<file path="src/rtl/bbk_pkg.sv">
package bbk_pkg;
  localparam int NUM_KINDS  = 3;
  localparam int KIND_FETCH = 0;
  localparam int KIND_MEMRD = 1;
  localparam int KIND_IORD  = 2;
  localparam int NUM_STROBES = 5;

  typedef enum logic [1:0] {
    ST_IDLE,
    ST_HOLD,
    ST_INJECT,
    ST_RELEASE
  } brk_state_t;

  // strobes after polarity flip: 1 means asserted
  typedef struct packed {
    logic m1;
    logic mreq;
    logic iorq;
    logic rd;
    logic wr;
  } bus_strobe_t;
endpackage

</file>
<file path="src/rtl/bbk_sync.sv">
module bbk_sync #(
  parameter int W = 1,
  parameter int STAGES = 2,
  parameter logic [W-1:0] RESET_VAL = '0
) (
  input  logic         clk,
  input  logic         rst_n,
  input  logic [W-1:0] d,
  output logic [W-1:0] q
);
  generate
    if (STAGES == 0) begin : g_bypass
      assign q = d;
    end else begin : g_chain
      logic [STAGES-1:0][W-1:0] chain;
      always_ff @(posedge clk or negedge rst_n) begin
        if (!rst_n) begin
          chain <= {STAGES{RESET_VAL}};
        end else begin
          chain[0] <= d;
          for (int i = 1; i < STAGES; i++) begin
            chain[i] <= chain[i-1];
          end
        end
      end
      assign q = chain[STAGES-1];
    end
  endgenerate
endmodule

</file>
<file path="src/rtl/bbk_event_decode.sv">
module bbk_event_decode
  import bbk_pkg::*;
(
  input  logic                 clk,
  input  logic                 rst_n,
  input  bus_strobe_t          strb,
  input  logic [NUM_KINDS-1:0] arm,
  output logic                 fire,
  output logic                 rd_active,
  output logic                 wr_active
);
  logic [NUM_KINDS-1:0] hit;
  logic [NUM_KINDS-1:0] hit_q;
  logic [NUM_KINDS-1:0] start;

  // cycle classification; m1 separates a fetch from a plain read,
  // and an interrupt acknowledge (m1 with iorq) carries no rd
  always_comb begin
    hit = '0;
    hit[KIND_FETCH] = strb.m1  & strb.mreq & strb.rd;
    hit[KIND_MEMRD] = ~strb.m1 & strb.mreq & strb.rd;
    hit[KIND_IORD]  = ~strb.m1 & strb.iorq & strb.rd;
  end

  always_ff @(posedge clk or negedge rst_n) begin
    if (!rst_n) hit_q <= '0;
    else        hit_q <= hit;
  end

  // a kind can only trigger on the edge where it begins
  generate
    for (genvar k = 0; k < NUM_KINDS; k++) begin : g_start
      assign start[k] = hit[k] & ~hit_q[k] & arm[k];
    end
  endgenerate

  assign fire      = |start;
  assign rd_active = strb.rd;
  assign wr_active = strb.wr;

  a_r9_single_start: assert property (@(posedge clk) disable iff (!rst_n)
    fire |=> !fire);
endmodule

</file>
<file path="src/rtl/bbk_hold_reg.sv">
module bbk_hold_reg #(
  parameter int DATA_W = 8
) (
  input  logic              clk,
  input  logic              rst_n,
  input  logic              load,
  input  logic [DATA_W-1:0] din,
  output logic [DATA_W-1:0] dout
);
  always_ff @(posedge clk or negedge rst_n) begin
    if (!rst_n)    dout <= '0;
    else if (load) dout <= din;
  end
endmodule

</file>
<file path="src/rtl/bbk_ctrl.sv">
module bbk_ctrl
  import bbk_pkg::*;
(
  input  logic       clk,
  input  logic       rst_n,
  input  logic       fire,
  input  logic       rd_active,
  input  logic       wr_active,
  input  logic       resume,
  input  logic       inj_valid,
  output logic       inj_ready,
  output logic       accept,
  output logic       wait_n,
  output logic       drive_en,
  output brk_state_t state
);
  brk_state_t state_nx;
  logic       loaded;
  logic       holding;

  assign holding   = (state == ST_HOLD) || (state == ST_INJECT);
  assign inj_ready = holding;
  assign accept    = inj_valid & inj_ready;
  assign wait_n    = ~holding;

  always_comb begin
    state_nx = state;
    unique case (state)
      ST_IDLE:    if (fire) state_nx = ST_HOLD;
      ST_HOLD: begin
        if (!rd_active)  state_nx = ST_IDLE;      // strobe lost
        else if (resume) state_nx = ST_RELEASE;   // resume wins state
        else if (accept) state_nx = ST_INJECT;
      end
      ST_INJECT: begin
        if (!rd_active)  state_nx = ST_IDLE;
        else if (resume) state_nx = ST_RELEASE;
      end
      ST_RELEASE: if (!rd_active) state_nx = ST_IDLE;
      default:    state_nx = ST_IDLE;
    endcase
  end

  always_ff @(posedge clk or negedge rst_n) begin
    if (!rst_n) begin
      state  <= ST_IDLE;
      loaded <= 1'b0;
    end else begin
      state  <= state_nx;
      loaded <= (state_nx != ST_IDLE) && (loaded || accept);
    end
  end

  // enable only inside a read, never during a write
  assign drive_en = loaded && ((state == ST_INJECT) || (state == ST_RELEASE))
                    && rd_active && !wr_active;

  a_r2_fire_holds: assert property (@(posedge clk) disable iff (!rst_n)
    (fire && state == ST_IDLE) |=> !wait_n);
  a_r5_ready_in_break: assert property (@(posedge clk) disable iff (!rst_n)
    inj_ready |-> !wait_n);
  a_r6_accept_drives: assert property (@(posedge clk) disable iff (!rst_n)
    (accept && rd_active) |=> (state == ST_INJECT || state == ST_RELEASE));
  a_r7_resume_releases: assert property (@(posedge clk) disable iff (!rst_n)
    (holding && resume && rd_active) |=> wait_n);
  a_r9_no_rebreak: assert property (@(posedge clk) disable iff (!rst_n)
    (state == ST_RELEASE) |=> (state != ST_HOLD));
endmodule

</file>
<file path="src/rtl/brk_wait_inject.sv">
module brk_wait_inject
  import bbk_pkg::*;
#(
  parameter int DATA_W = 8,
  parameter int SYNC_STAGES = 2
) (
  input  logic              clk,
  input  logic              rst_n,
  input  logic              cpu_m1_n,
  input  logic              cpu_mreq_n,
  input  logic              cpu_iorq_n,
  input  logic              cpu_rd_n,
  input  logic              cpu_wr_n,
  input  logic [2:0]        arm_mask,
  input  logic              resume,
  input  logic              inj_valid,
  output logic              inj_ready,
  input  logic [DATA_W-1:0] inj_data,
  output logic              wait_n,
  output logic [DATA_W-1:0] bus_dout,
  output logic              bus_oe
);
  logic [NUM_STROBES-1:0] raw_n;
  logic [NUM_STROBES-1:0] sync_n;
  bus_strobe_t            strb;
  logic                   fire;
  logic                   rd_active;
  logic                   wr_active;
  logic                   accept;
  logic                   drive_en;
  logic [DATA_W-1:0]      held;
  brk_state_t             state;

  assign raw_n = {cpu_m1_n, cpu_mreq_n, cpu_iorq_n, cpu_rd_n, cpu_wr_n};

  bbk_sync #(
    .W(NUM_STROBES), .STAGES(SYNC_STAGES), .RESET_VAL({NUM_STROBES{1'b1}})
  ) u_sync (
    .clk(clk), .rst_n(rst_n), .d(raw_n), .q(sync_n)
  );

  assign strb = bus_strobe_t'(~sync_n);

  bbk_event_decode u_decode (
    .clk(clk), .rst_n(rst_n), .strb(strb), .arm(arm_mask),
    .fire(fire), .rd_active(rd_active), .wr_active(wr_active)
  );

  bbk_ctrl u_ctrl (
    .clk(clk), .rst_n(rst_n), .fire(fire), .rd_active(rd_active),
    .wr_active(wr_active), .resume(resume), .inj_valid(inj_valid),
    .inj_ready(inj_ready), .accept(accept), .wait_n(wait_n),
    .drive_en(drive_en), .state(state)
  );

  bbk_hold_reg #(.DATA_W(DATA_W)) u_hold (
    .clk(clk), .rst_n(rst_n), .load(accept), .din(inj_data), .dout(held)
  );

  assign bus_oe   = drive_en;
  assign bus_dout = drive_en ? held : '0;

  a_r8_oe_follows_rd: assert property (@(posedge clk) disable iff (!rst_n)
    $rose(sync_n[1]) |-> !bus_oe);
  a_r10_no_drive_in_write: assert property (@(posedge clk) disable iff (!rst_n)
    !sync_n[0] |-> !bus_oe);
  a_r1_ready_idle: assert property (@(posedge clk) disable iff (!rst_n)
    (state == ST_IDLE) |-> (!inj_ready && !bus_oe));
endmodule

</file>
<file path="config.mk">
export PLATFORM = sky130hd
export DESIGN_NAME = brk_wait_inject
export DESIGN_NICKNAME = d
export VERILOG_FILES = /design/src/rtl/bbk_pkg.sv /design/src/rtl/bbk_sync.sv /design/src/rtl/bbk_event_decode.sv /design/src/rtl/bbk_hold_reg.sv /design/src/rtl/bbk_ctrl.sv /design/src/rtl/brk_wait_inject.sv
export SDC_FILE = /design/constraint.sdc
export NUM_CORES = 1
export LEC_CHECK = 0
export ABC_AREA = 1
export BUFFER_PORTS_ARGS = -buffer_cell sky130_fd_sc_hd__buf_4
export CORE_MARGIN = 2
export CORE_UTILIZATION = 34
export DETAILED_ROUTE_END_ITERATION = 16
export PLACE_DENSITY = 0.59
export SLEW_MARGIN = 20
export SYNTH_ARGS = -nofsm -noshare
export SYNTH_HDL_FRONTEND = slang
export SYNTH_SLANG_ARGS = --single-unit
</file>
<file path="constraint.sdc">
create_clock -name clk -period 1.42 [get_ports clk]
set_input_delay 0.284 -clock clk [delete_from_list [all_inputs] [get_ports clk]]
set_output_delay 0.284 -clock clk [all_outputs]
set_load 0.01 [all_outputs]
</file>
# Yosys cells after proc, flatten, opt, wreduce, memory -nomap -nowiden
# Index checks and enable logic that the tools add are counted.
# word_totals
ff_bits	24
output_inout_bits	11
# op_classes
bitwise	19
mux	9
eq_ne	3
n_reduce_logical	11
# op_table
op	n
2-to-1 mux 2 bit	7
AND 1 bit	13
2-to-1 mux 8 bit	1
case mux 2 bit (4 select lines)	1
NOT 1 bit	5
NOT 5 bit	1
== test 2 bit, second input constant	2
logical AND 1 bit	4
logical OR 1 bit	3
OR reduction 3 bit	1
== test 2 x 1 -> 1 bit, second input constant	1
logical NOT 2 bit	1
nonzero test 2 bit	1
logical NOT 1 bit	1

# Longest topological paths before layout
# Gate-level depths: netlist of the first run.
# depth
depth_word	11
ltp_mapped	11
depth_no_buf	11

# Hierarchy
# From an unflattened synthesis of the first run, not the netlist that was laid out.
# unflattened
hier_cells	133
area_unflattened_um2	1127.3
# by_module_without_submodules
mod	seq_area_each_um2	n_inst	cells_each	area_each_um2
bbk_hold_reg	200.2	1	34	305.3
bbk_sync	262.8	1	15	300.3
bbk_ctrl	75.1	1	41	274.0
bbk_event_decode	75.1	1	21	163.9
brk_wait_inject	0.0	1	22	83.8

# Worst setup path after synthesis of the first run
# No wires, ideal clock.
# synth_timing
path_kind	reg-to-output
startpoint	register u_ctrl.state[0]
endpoint	output bus_dout[0]
arrival_time_ps	1237
n_path_buf	0
path_slack_ps	-101
path_stages_with_launch	7
cell_sequence	dfrtp_1 -> inv_1 -> ha_1 -> nor2_1 -> nor2_1 -> inv_1 -> nor2_1
# synth_between
elab_chain_cells	6
word_cells_on_any_way	7
# synth_rtl
element	line	text
start: declaration	bbk_ctrl.sv:15	output brk_state_t state
start signal: assignment	bbk_ctrl.sv:49	state <= state_nx;
== test 2 bit	bbk_ctrl.sv:55	assign drive_en = loaded && ((state == ST_INJECT) || (state == ST_RELEASE))
logical OR 1 bit (*)	bbk_ctrl.sv:55	
logical AND 1 bit (*)	bbk_ctrl.sv:55	
logical AND 1 bit (*) (2 in a row)	bbk_ctrl.sv:56	&& rd_active && !wr_active;
net bus_oe	brk_wait_inject.sv:21	output logic bus_oe
2-to-1 mux 8 bit (*)	brk_wait_inject.sv:61	assign bus_dout = drive_en ? held : '0;
end: declaration	brk_wait_inject.sv:20	output logic [DATA_W-1:0] bus_dout,
# Mark *: on every way through the listed nets, which the timed path passes. The rest lies on a longest branch.

# Final worst setup path of the first run
# layout_timing
startpoint	register u_ctrl.state[0]
endpoint	output bus_dout[7]
# layout_between
elab_chain_cells	6
word_cells_on_any_way	7
# layout_rtl
element	line
== test 2 bit	bbk_ctrl.sv:55
logical OR 1 bit (*)	bbk_ctrl.sv:55
logical AND 1 bit (*)	bbk_ctrl.sv:55
logical AND 1 bit (*) (2 in a row)	bbk_ctrl.sv:56
2-to-1 mux 8 bit (*)	brk_wait_inject.sv:61
# Mark *: on every way between the ends. The rest lies on a longest branch, timed or not.

==> results of run 1 <==
worst max-delay path by stage:
stage / start / to / slack (ns) / cells after the start
detailed placement: u_ctrl.state[0]$_DFF_PN0_ / bus_dout[7] / -0.15 / 7
finish: u_ctrl.state[0]$_DFF_PN0_ / bus_dout[7] / -0.35 / 7
global route: u_ctrl.state[0]$_DFF_PN0_ / bus_dout[7] / -0.44 / 7
floorplan: u_ctrl.state[1]$_DFF_PN0_ / u_ctrl.loaded$_DFF_PN0_ / 0.01 / 11
global placement: u_ctrl.state[0]$_DFF_PN0_ / bus_dout[5] / -0.08 / 7
CTS: u_ctrl.state[0]$_DFF_PN0_ / bus_dout[7] / -0.34 / 7
synth_stat cells:
| library cell | number | share of area (%) |
|---|---|---|
| sky130_fd_sc_hd__inv_1 | 19 | 7.0 |
| sky130_fd_sc_hd__nand2_1 | 17 | 6.3 |
| sky130_fd_sc_hd__nor2_1 | 16 | 5.9 |
| sky130_fd_sc_hd__dfrtp_1 | 14 | 34 |
| sky130_fd_sc_hd__dfstp_2 | 10 | 26 |
| sky130_fd_sc_hd__o21ai_0 | 8 | 3.9 |
| sky130_fd_sc_hd__ha_1 | 4 | 4.9 |
| sky130_fd_sc_hd__nand3_1 | 4 | 2.0 |
| sky130_fd_sc_hd__nand3_2 | 3 | 2.9 |
| sky130_fd_sc_hd__nor3_1 | 3 | 1.5 |
| sky130_fd_sc_hd__nand4_1 | 2 | 1.2 |
| sky130_fd_sc_hd__nor2_2 | 2 | 1.2 |
| sky130_fd_sc_hd__o21ai_1 | 2 | 0.98 |
| sky130_fd_sc_hd__clkbuf_1 | 1 | 0.37 |
| sky130_fd_sc_hd__clkinv_1 | 1 | 0.37 |
| sky130_fd_sc_hd__inv_2 | 1 | 0.37 |
| sky130_fd_sc_hd__o21ai_2 | 1 | 0.86 |
logic make-up after synthesis:
family,Yosys count,share of synthesized area [%]
fa+ha+maj,4,4.914
compound gates,11,5.774
simple gates,47,21.01
flops,24,60.20
buf+inv,22,8.107
registers in the layout (all words and copies together), names as in the netlist:
register	count
u_sync.g_chain.chain	5
u_sync.q	5
u_decode.hit_q	3
u_ctrl.state	2
u_ctrl.loaded	1
u_hold.dout	8
layout make-up:
class	instances	area, µm²	area share, %
clock buffer	4	36.28	2.257
multi-input combinational	62	424.2	26.38
timing repair buffer	50	410.4	25.53
inverter	21	83.83	5.214
tap	31	38.79	2.412
sequential	24	614.3	38.21
what timing repair did:
action	CTS	global route
hold buffers	1	0
setup buffers	4	5
pin swaps	6	2
gates resized for setup	16	17
endpoints found under the hold margin	14	0
setup endpoints to repair	12	22
cloned	0	1
power breakdown:
part           internal, mW  switching [mW]  total, mW
logic                 0.771           0.729       1.50
clock network         0.156           0.195      0.351
registers             0.867          0.0807      0.948
worst register-to-register path: stages (launching register included):
cell	delay [ns]
sky130_fd_sc_hd__dfrtp_1	0.44
sky130_fd_sc_hd__buf_4	0.15
sky130_fd_sc_hd__buf_6	0.11
sky130_fd_sc_hd__buf_4	0.13
sky130_fd_sc_hd__ha_4	0.16
sky130_fd_sc_hd__inv_2	0.05
sky130_fd_sc_hd__buf_4	0.09
sky130_fd_sc_hd__o21ai_1	0.07
sky130_fd_sc_hd__nand3_1	0.09
sky130_fd_sc_hd__nand2_1	0.08
sky130_fd_sc_hd__inv_2	0.05
sky130_fd_sc_hd__nand2_2	0.06
sky130_fd_sc_hd__nor2_2	0.09
sky130_fd_sc_hd__nor2_2	0.04
placed cells by master, fill, tap and decap left out:
master	count
sky130_fd_sc_hd__nor2_4	2
sky130_fd_sc_hd__nand2_1	15
sky130_fd_sc_hd__clkbuf_4	3
sky130_fd_sc_hd__buf_8	1
sky130_fd_sc_hd__nand4_1	2
sky130_fd_sc_hd__dfrtp_2	1
sky130_fd_sc_hd__nand3_1	4
sky130_fd_sc_hd__o21ai_1	4
sky130_fd_sc_hd__nor3_1	3
sky130_fd_sc_hd__dfrtp_1	13
sky130_fd_sc_hd__o21ai_0	1
sky130_fd_sc_hd__inv_4	2
sky130_fd_sc_hd__ha_4	3
sky130_fd_sc_hd__nand3_2	3
sky130_fd_sc_hd__clkbuf_16	1
sky130_fd_sc_hd__buf_6	2
sky130_fd_sc_hd__nor2_1	5
sky130_fd_sc_hd__dlygate4sd3_1	1
sky130_fd_sc_hd__dfstp_2	10
sky130_fd_sc_hd__clkbuf_8	1
sky130_fd_sc_hd__inv_1	14
sky130_fd_sc_hd__ha_2	1
sky130_fd_sc_hd__buf_4	45
sky130_fd_sc_hd__nand2_2	2
sky130_fd_sc_hd__nor2_2	11
sky130_fd_sc_hd__o21ai_2	6
sky130_fd_sc_hd__inv_2	5
through the flow:
stage | cell area (µm²) | worst slack (ns)
final | 1608 | -0.3458
after detailed placement | 1381 | -0.1486
after global placement | 1381 | -0.08136
after CTS | 1516 | -0.3417
after floorplan | 1054 | 0.01469
after global routing | 1608 | -0.4412
routing by layer:
| metal | GRT usage, % | wire (µm) |
|---|---|---|
| met5 | 0 | 0 |
| met4 | 3.896 | 16 |
| met3 | 2.637 | 72 |
| met2 | 24.76 | 1182 |
| met1 | 17.96 | 1019 |
==> impl.org, run 1 <==
** Status
- The flow ran to the end, but the final reports show violations.
- Violations in the final reports :: setup timing

** Timing
- Across the routed clock network, the largest skew measured is 0.002384 ns.
- Post-route fraction of the period consumed by the critical path :: 124.3%
- For the final routed database, the setup TNS stands at -4.741 ns.
- RSZ-0062 raised after global routing :: yes
- Post-route minimum period :: 1.766 ns
- Final setup violating endpoints :: 21
- Hold slack :: 0.07297 ns
- Once routing completed, OpenROAD measured the worst setup slack at -0.3458 ns.
- Transition time at the pin with the least slew margin :: 0.3017 ns
- Headroom to the max-slew limit came out at 79.88%.
- Static timing analysis puts the maximum clock frequency at 0.5663 GHz.
- The hold violation count in the final report came to 0.
- The count of final max-slew check failures came to 0.

** Final layout
- After filler insertion, the fill cell instance count of the layout stands at 254.
- Final standard cell utilization of the core :: 57.31%
- Leaving out filler cells and counting taps, the final layout contains 192.
- Fraction of final layout cells with drive strength greater than 1 :: 61.49%
- The repair_antennas step left the layout with diodes totalling 0.
- At the end of the flow, the number of nets in the layout was 186.
- Area added between synthesis and finish :: 57.86%

** Routing
- Remaining antenna violation count after routing :: 0
- Routed WL per cell :: 11.93 µm
- For this run, design rule violations remaining after detail routing come to 0.
- For this block, the initial DRC count from the detailed router was 30.
- Before antenna repair, the detailed router went through 4 iterations.
- Using the TritonRoute via totals, the vias-per-cell ratio works out to 4.495.
- WL final :: 2290 µm
- The routed layout has 863 vias.

** Placed design
- Count of input and output buffers :: 30
- Number of placed instances with taps included :: 177
- Detailed placement ended at an HPWL of 1560 µm.
- Global placement routability congestion :: 0.7635

** Clocking
- Clock tree synthesis selected as its root buffer the cell sky130_fd_sc_hd__clkbuf_4.
- After clock tree synthesis, the clock-pin slew on the worst setup and hold paths is 0.13 ns.
- Clock latency on the worst-skew pair, taken at its later pin, is 0.30 ns.
- Clock Path Buffers :: 2
- Total number of H-tree levels :: 1
- The number of clock buffers added by TritonCTS is 3.
- Clock net sink count :: 24
- TritonCTS built the clock tree.

** Setup path
- Startpoint types :: flip-flop
- Counting both buffers and inverters, the worst setup path holds a total of 3.
- Critical path, cell by cell :: inv_2 > ha_4 > nor2_4 > nor2_4 > inv_4 > nor2_2 > buf_4
- Category of the critical setup timing path :: reg2out
- In this design, the critical path's most frequently occurring cell is sky130_fd_sc_hd__nor2_4.
- The largest single stage delay on the critical path is 0.44 ns.
- In this run the critical register-to-register path is captured at u_ctrl.loaded$_DFF_PN0_.
- Data arrival, critical path :: 1.48 ns
- Family of cells with the greatest summed delay on the critical path :: flip-flops
- Of all nets on the critical path, the largest fanout is 8.
- At the worst endpoint, the required time is 1.14 ns.
- STA classifies the critical path endpoint as a primary output.
- The slowest stage of the critical path belongs to the cell sky130_fd_sc_hd__dfrtp_1.
- The startpoint identified for the worst register-to-register timing path is u_ctrl.state[0]$_DFF_PN0_.
- Cell count of the worst reg-to-reg path :: 13
- For flop-to-flop paths, the worst setup slack is -0.29 ns.

** Run
- The tool flagged a number of max-cap violations equal to 0.

** Logic synthesis
- The netlist uses 17 different library cells.
- Post-synthesis instance total :: 108
- Register bit count reported by yosys :: 24
- For this run, the register share of the synthesized area comes to 60.20%.
- When the netlist entered floorplanning its net count stood at 132.
- After synthesis the cells add up to 1018 µm².
- A synthesized cell averages 9.430 µm².
- Synthesis Warnings :: 0

** GRT
- Global routing used 14.19% of the available tracks.
- Maximum number of pins on one net before global-route repair :: 25
- The total overflow left after global routing is 0.
- Number of global-route vias before repair :: 884
- The first global-routing pass estimated 3712 µm of wire.
- Number of antenna violations at the first check in global routing :: 0

** Worst hold path
- Hold Path End :: u_sync.g_chain.chain[4]$_DFF_PN1_
- Worst min-delay path category :: in2reg
- Along the worst hold path, the cell count comes to 1.
- Worst Min Path Start :: cpu_m1_n

** Power and ir drop
- Static Leak :: 0.7898 nW
- Power spread over the standard cell area amounts to 1742 nW/µm².
- Max rail drop VDD :: 0.8390 mV
- Total power for the finished layout comes to 2.800 mW.

** Floorplanning
- Core ar. :: 2805 µm²
- After floorplanning, the core was divided into 19 placement rows.
- Measured along the y axis, the die boundary spans 58.73 µm.
- From left edge to right edge, the die measures 58.73 µm.
- The die covers 3449 µm².
- Starting density of the core :: 36.31%
- 31 I/O pins were placed.
Note: power is estimated with default switching activity, not from simulation.
==> run 2, diff against run 1 <==
- CTS_BUF_LIST: not set -> sky130_fd_sc_hd__clkbuf_8
==> impl.org, run 2 (synthesis gave the netlist of run 1 again) <==
** Status
- The run finished, with violations left.
- Violations in the final reports :: setup timing

** GRT
- Wire length of the first global-routing pass :: 3657 µm
- After global routing the overflow that remains totals 0.
- Maximum number of pins on one net before global-route repair :: 25
- The number of global-route vias before repair was 880.
- Overall routing resource usage :: 14.38%
- The initial antenna violation count was 0.

** Setup path
- Library cell appearing most often on the critical path :: sky130_fd_sc_hd__buf_4
- Among all stages on the critical path, the largest delay is contributed by sky130_fd_sc_hd__dfrtp_2.
- Number of cells on the critical path :: 6
- Element type at the critical path end :: primary output
- Traced cell by cell, the critical path runs through buf_4 > inv_4 > ha_4 > buf_4 > inv_1 > buf_4.
- Data required time of the critical path :: 1.14 ns
- Startpoint types :: flip-flop
- In this run the critical register-to-register path is launched from u_ctrl.state[1]$_DFF_PN0_.
- Category of the critical setup timing path :: reg2out
- Data arrives at the worst endpoint at 1.41 ns.
- Largest fanout on the critical path :: 3
- Number of buffer and inverter instances along the worst setup path :: 5
- Family of cells with the greatest summed delay on the critical path :: buffers and inverters
- Cell count of the worst reg-to-reg path :: 12
- The largest single stage delay on the critical path is 0.45 ns.
- In this run the worst setup path begins at u_ctrl.state[1]$_DFF_PN0_.

** Final layout
- Final std cell area, no fill :: 1602 µm²
- Area added between synthesis and finish :: 57.25%
- Most frequent cells in the layout :: 44 x sky130_fd_sc_hd__buf_4, 15 x sky130_fd_sc_hd__nand2_1, 14 x sky130_fd_sc_hd__inv_1
- The number of antenna diodes in the final layout is 0.
- Final standard cell utilization of the core :: 57.09%
- Of the cells placed in the final design, the portion with a size suffix greater than 1 is 59.12%.
- The register with the most flip-flops in the final layout is u_hold.dout.
- For this run, the post-layout net count is 184.
- The library cell used most frequently in the layout, excluding fill and tap cells, is sky130_fd_sc_hd__buf_4.
- Number of flip-flops in the largest register :: 8

** Worst hold path
- Worst Min Path Start :: cpu_m1_n
- Counting instances, the worst hold path has a depth of 1.
- The path class of the tightest hold or removal check is in2reg.

** Power and ir drop
- VDD sags by at most 0.9356 mV.
- Static Leak :: 0.7831 nW
- In this run the power density over the cells is 1756 nW/µm².
- Summing internal, switching and leakage power gives 2.812 mW.

** Routing
- DR iter-0 viols :: 17
- The final layout contains routed wiring with a total length of 2248 µm.
- Routed WL per cell :: 11.83 µm
- Remaining routing DRC violations :: 0
- Detail-routed via count per cell :: 4.505
- 1st-pass router iterations :: 4
- DR vias :: 856
- Remaining antenna violation count after routing :: 0

** Placed design
- OpenSTA, run right after detailed placement, puts the worst setup slack at -0.1486 ns.
- Buffers placed on the I/O ports in this run total 30.
- After legalization and detailed placement, the total HPWL measured 1560 µm.
- The placed instances occupy a cell area of 1381 µm².
- Global placement routability congestion :: 0.7635

** Timing
- After layout, the minimum clock period comes to 1.697 ns.
- RSZ-0062 raised after global routing :: yes
- Worst Setup Slack, final :: -0.2772 ns
- Across the routed clock network, the largest skew measured is 0.002646 ns.
- The count of final max-slew check failures is 0.
- Final Hold Violating Endpoints :: 0
- For the pin with the worst max-slew slack, the measured transition is 0.2979 ns.
- Headroom to the max-slew limit came out at 80.14%.
- Timing would allow up to 0.5892 GHz.
- The final critical path takes up 119.5% of the cycle.
- Setup violations remaining at the end of the flow were counted as 19.

** Floorplanning
- The die covers 3449 µm².
- Standard-cell row count :: 19
- The floorplan step defined a core boundary enclosing 2805 µm².
- From left edge to right edge, the die measures 58.73 µm.
- Io pins :: 31
- For this configuration, the core starts out at a cell density of 36.31%.
- Height of the die :: 58.73 µm

** Clocking
- Clock tree synthesis selected as its root buffer the cell sky130_fd_sc_hd__clkbuf_8.
- After clock tree synthesis, the clock-pin slew on the worst setup and hold paths is 0.08 ns.
- Total number of H-tree levels :: 1
- TritonCTS created 3 clock buffers.
- The clock drives 24 sinks.
- The later pin in the worst-skew pair is clocked with a latency of 0.26 ns.
- TritonCTS built the clock tree.
- Clock Path Buffers :: 2

** Run
- Max-capacitance violation count :: 0
run 2: repair_timing:
item,in CTS,in global routing
hold buffers,1,0
hold endpoints to repair,14,0
buffers inserted,4,3
endpoints found under the setup margin,12,22
pin swaps,6,0
cloned,0,1
gates resized for setup,14,14
run 2: metrics by stage:
step	TNS [ns]	hold WS, ns	cells
2_1_floorplan	0	-0.01159	108
3_3_place_gp	-0.6584	0.1952	177
3_5_place_dp	-1.272	0.1983	177
4_1_cts	-3.041	0.1172	186
5_1_grt	-5.025	0.09958	190
6_report	-3.486	0.1255	190
run 2: where the power goes:
part / switching, mW / internal, mW / total, mW
registers: 0.0783 / 0.869 / 0.947
logic: 0.692 / 0.721 / 1.41
clock network: 0.205 / 0.247 / 0.452
run 2: final cells by class:
type / instances / area (µm²)
Fill cell: 247 / 1204
Sequential cell: 24 / 614.3
Multi-Input combinational cell: 62 / 417.9
Timing Repair Buffer: 48 / 391.6
Inverter: 21 / 83.83
Clock buffer: 4 / 55.05
Tap cell: 31 / 38.79
run 2: worst paths after layout:
kind	slack (ns)	end
hold reg to reg	0.36	u_sync.q[1]$_DFF_PN1_
hold / removal	0.13	u_sync.g_chain.chain[4]$_DFF_PN1_
max in group asynchronous	0.69	u_sync.g_chain.chain[0]$_DFF_PN1_
min in group asynchronous	0.45	u_decode.hit_q[1]$_DFF_PN0_
setup reg to reg	-0.21	u_ctrl.loaded$_DFF_PN0_
setup / recovery	-0.28	wait_n
run 2: worst register-to-register path: stages, from the launching register on:
cell,delay [ns]
sky130_fd_sc_hd__dfrtp_2,0.45
sky130_fd_sc_hd__buf_4,0.16
sky130_fd_sc_hd__inv_4,0.07
sky130_fd_sc_hd__ha_4,0.20
sky130_fd_sc_hd__nand2_1,0.07
sky130_fd_sc_hd__inv_2,0.07
sky130_fd_sc_hd__o21ai_1,0.13
sky130_fd_sc_hd__nand3_1,0.09
sky130_fd_sc_hd__nand2_1,0.08
sky130_fd_sc_hd__clkinv_1,0.07
sky130_fd_sc_hd__nand2_2,0.07
sky130_fd_sc_hd__nor2_1,0.05
sky130_fd_sc_hd__nor2_2,0.07
run 2: metal layers:
metal  share of wire, %  vias to the layer above  track usage [%]  routed length (µm)
met5                  0                        -                0                   0
met4                1.2                        0            6.818                  27
met3                2.6                        2            3.297                  58
met2                 51                       13            24.29                1145
met1                 45                      408            17.26                1017
li1                   -                      433                -                   -
==> run 3, diff against run 2 <==
- CORE_ASPECT_RATIO: not set -> 0.6
- PLACE_DENSITY: 0.59 -> not set
==> impl.org, run 3 (synthesis gave the netlist of run 1 again) <==
** Status
- Status :: finished with violations
- Violations in the final reports :: setup timing

** Worst hold path
- For hold timing, the worst endpoint is u_sync.g_chain.chain[3]$_DFF_PN1_.
- The worst hold path belongs to the class in2reg.
- The startpoint identified for the worst hold timing path is cpu_mreq_n.
- Along the worst hold path, the cell count comes to 1.

** Timing
- Post-route fraction of the period consumed by the critical path :: 124.8%
- Setup violations remaining at the end of the flow were counted as 19.
- Transition time at the pin with the least slew margin :: 0.3002 ns
- Worst Skew :: 0.003422 ns
- Post-route minimum period :: 1.772 ns
- The count of final max-slew check failures is 0.
- Setup repair after global routing could not meet its margin everywhere.
- Max transition margin :: 79.98%
- Worst Setup Slack, final :: -0.3519 ns
- The hold violation count in the final report was 0.
- Fmax :: 0.5644 GHz

** Clocking
- Clock-pin slew was measured on the worst setup and hold paths at 0.08 ns.
- Library cell used as clock root buffer :: sky130_fd_sc_hd__clkbuf_8
- Clock Path Buffers :: 2
- In this run the number of H-tree levels came out at 1.
- TritonCTS clock tree :: built
- For the worst-skew pair, the clock arrives at the later sink with an insertion delay of 0.27 ns.
- The clock drives 24 sinks.
- Number of clock buffers inserted by TritonCTS :: 3

** Setup path
- The endpoint identified for the worst register-to-register timing path is u_ctrl.loaded$_DFF_PN0_.
- Startpoint types :: flip-flop
- At the worst endpoint, the arrival time is 1.49 ns.
- Internal reg-to-reg setup slack :: -0.20 ns
- In this run the worst path has a maximum fanout of 3.
- The worst setup path is captured at a primary output.
- Data required time of the critical path :: 1.14 ns
- Worst reg2reg path startpoint :: u_ctrl.state[0]$_DFF_PN0_
- Category of the critical setup timing path :: reg2out
- Cell count of the worst reg-to-reg path :: 12

** GRT
- Number of global-route vias before repair :: 803
- Maximum number of pins on one net before global-route repair :: 25
- For this run the aggregate overflow at the end of global routing stands at 0.
- The first global-routing pass estimated 3491 µm of wire.
- The initial antenna violation count is 0.
- Overall routing resource usage :: 14.03%

** Floorplanning
- Measured along the x axis, the die boundary spans 74.66 µm.
- Core ar. :: 2853 µm²
- The floorplan step set the die height to 46.40 µm.
- The initialized floorplan defines 15 standard-cell rows.
- The die covers 3464 µm².
- Io pins :: 31
- For this configuration, the core starts out at a cell density of 35.70%.

** Final layout
- Counting the fill cells in the layout gives 246.
- The register with the most flip-flops in the layout has 8 of them.
- Nets :: 182
- Final standard cell utilization of the core :: 57.32%
- The register with the most flip-flops in the final layout is u_hold.dout.
- Most frequent cells in the layout :: 40 x sky130_fd_sc_hd__buf_4, 16 x sky130_fd_sc_hd__inv_1, 15 x sky130_fd_sc_hd__nand2_1
- In the final layout, the share of cells above drive strength 1 is 57.96%.
- Summing all multi-input logic gate instances after layout gives 426.7 µm².
- Most common library cell in the layout ignoring fill and taps :: sky130_fd_sc_hd__buf_4
- The area growth from synthesis to layout is 60.57%.
- Footprint of the flip-flops and latches :: 614.3 µm²
- 0 antenna diodes ended up in the layout.

** Routing
- For this block, the routed nets add up to 2439 µm of wire.
- Detailed routing inserted a total of 857 vias.
- For this block, the initial DRC count from the detailed router was 62.
- Remaining antenna violation count after routing :: 0
- The first detailed-routing pass took 3 iterations.
- In the final routed layout, each cell accounts on average for 12.26 µm.
- Using the TritonRoute via totals, the vias-per-cell ratio works out to 4.307.
- Remaining routing DRC violations :: 0

** Placed design
- Global placement routability congestion :: 0.8505
- In this run the tool buffered the top-level ports with 30 buffer cells.
- At the placement stage, the worst setup path has a slack of -0.1258 ns.
- Detailed-placement wirelength estimate :: 1505 µm

** Power and ir drop
- Summed over all cells, the static leakage comes to 0.7889 nW.
- IR analysis of the VDD net gives a maximum drop of 0.9063 mV.
- Dividing total power by cell area gives a power density of 1842 nW/µm².

** Run
- Across the run, the number of max-cap violations was 0.
[run 3: cell count changes in the layout (fill, tap and decap cells not counted)]
cell / delta
sky130_fd_sc_hd__inv_2: -3
sky130_fd_sc_hd__buf_4: -4
sky130_fd_sc_hd__inv_1: +2
sky130_fd_sc_hd__nand2_4: +1
sky130_fd_sc_hd__clkbuf_8: -1
sky130_fd_sc_hd__inv_4: +1
sky130_fd_sc_hd__buf_6: +2
sky130_fd_sc_hd__nand2_2: -1
sky130_fd_sc_hd__o21ai_2: +1
sky130_fd_sc_hd__o21ai_1: -1
sky130_fd_sc_hd__bufinv_16: +1
[run 3: layer usage]
layer	vias to the layer above	GRT usage (%)	share of wire [%]
met4	0	5.357	2.8
met2	14	21.06	47
met1	408	19.29	46
met5	-	0	0
li1	429	-	-
met3	6	4.158	4.0
[run 3: where the power goes]
group / total (mW) / internal [mW] / switching [mW] / leakage [nW]
sequential: 0.950 / 0.868 / 0.0817 / 0.282
clock: 0.593 / 0.377 / 0.216 / 0.0357
combinational: 1.47 / 0.719 / 0.750 / 0.471
[run 3: stage by stage]
stage               std cells  cell area [µm²]  TNS [ns]  hold slack, ns  total power, mW
global placement          186             1380   -0.5686          0.1936            1.885
floorplan                 108             1054         0        -0.01159            1.532
finish                    199             1635    -4.060          0.1198            3.012
CTS                       195             1529    -3.266          0.1113            2.644
detailed placement        186             1380   -0.9895          0.1964            1.908
global route              199             1635    -5.461         0.09835            3.216
[run 3: worst max-delay path by stage]
stage,start,endpoint,slack [ns],cells past startpoint
2_1_floorplan,u_ctrl.state[1]$_DFF_PN0_,u_ctrl.loaded$_DFF_PN0_,0.01,11
3_3_place_gp,u_ctrl.state[0]$_DFF_PN0_,bus_dout[7],-0.07,7
3_5_place_dp,u_ctrl.state[0]$_DFF_PN0_,bus_dout[2],-0.13,7
4_1_cts,u_ctrl.state[1]$_DFF_PN0_,bus_dout[2],-0.30,6
5_1_grt,u_ctrl.state[0]$_DFF_PN0_,bus_oe,-0.41,7
6_report,u_ctrl.state[1]$_DFF_PN0_,bus_oe,-0.35,6
[run 3: what timing repair did]
| item | in CTS | in global routing |
|---|---|---|
| buffers inserted | 4 | 3 |
| gates resized for setup | 9 | 22 |
| hold buffers | 1 | 0 |
| cloned | 0 | 1 |
| pin swaps | 5 | 0 |
| endpoints found under the setup margin | 12 | 22 |
| endpoints found under the hold margin | 14 | 0 |
[run 3: final cells by class]
cell class,count,share of cell area (%)
clock inverters,1,1.836
flip-flops and latches,24,37.57
repair buffers,46,23.49
inverters,21,5.279
well taps,42,3.213
multi-input cells,62,26.09
clock buffers,3,2.525
[run 3: critical path, cell delays in order, from the launching register on]
cell	delay [ns]
sky130_fd_sc_hd__dfrtp_2	0.46
sky130_fd_sc_hd__ha_2	0.23
sky130_fd_sc_hd__nor2_4	0.13
sky130_fd_sc_hd__nor2_4	0.06
sky130_fd_sc_hd__buf_4	0.13
sky130_fd_sc_hd__buf_6	0.10
sky130_fd_sc_hd__buf_6	0.11
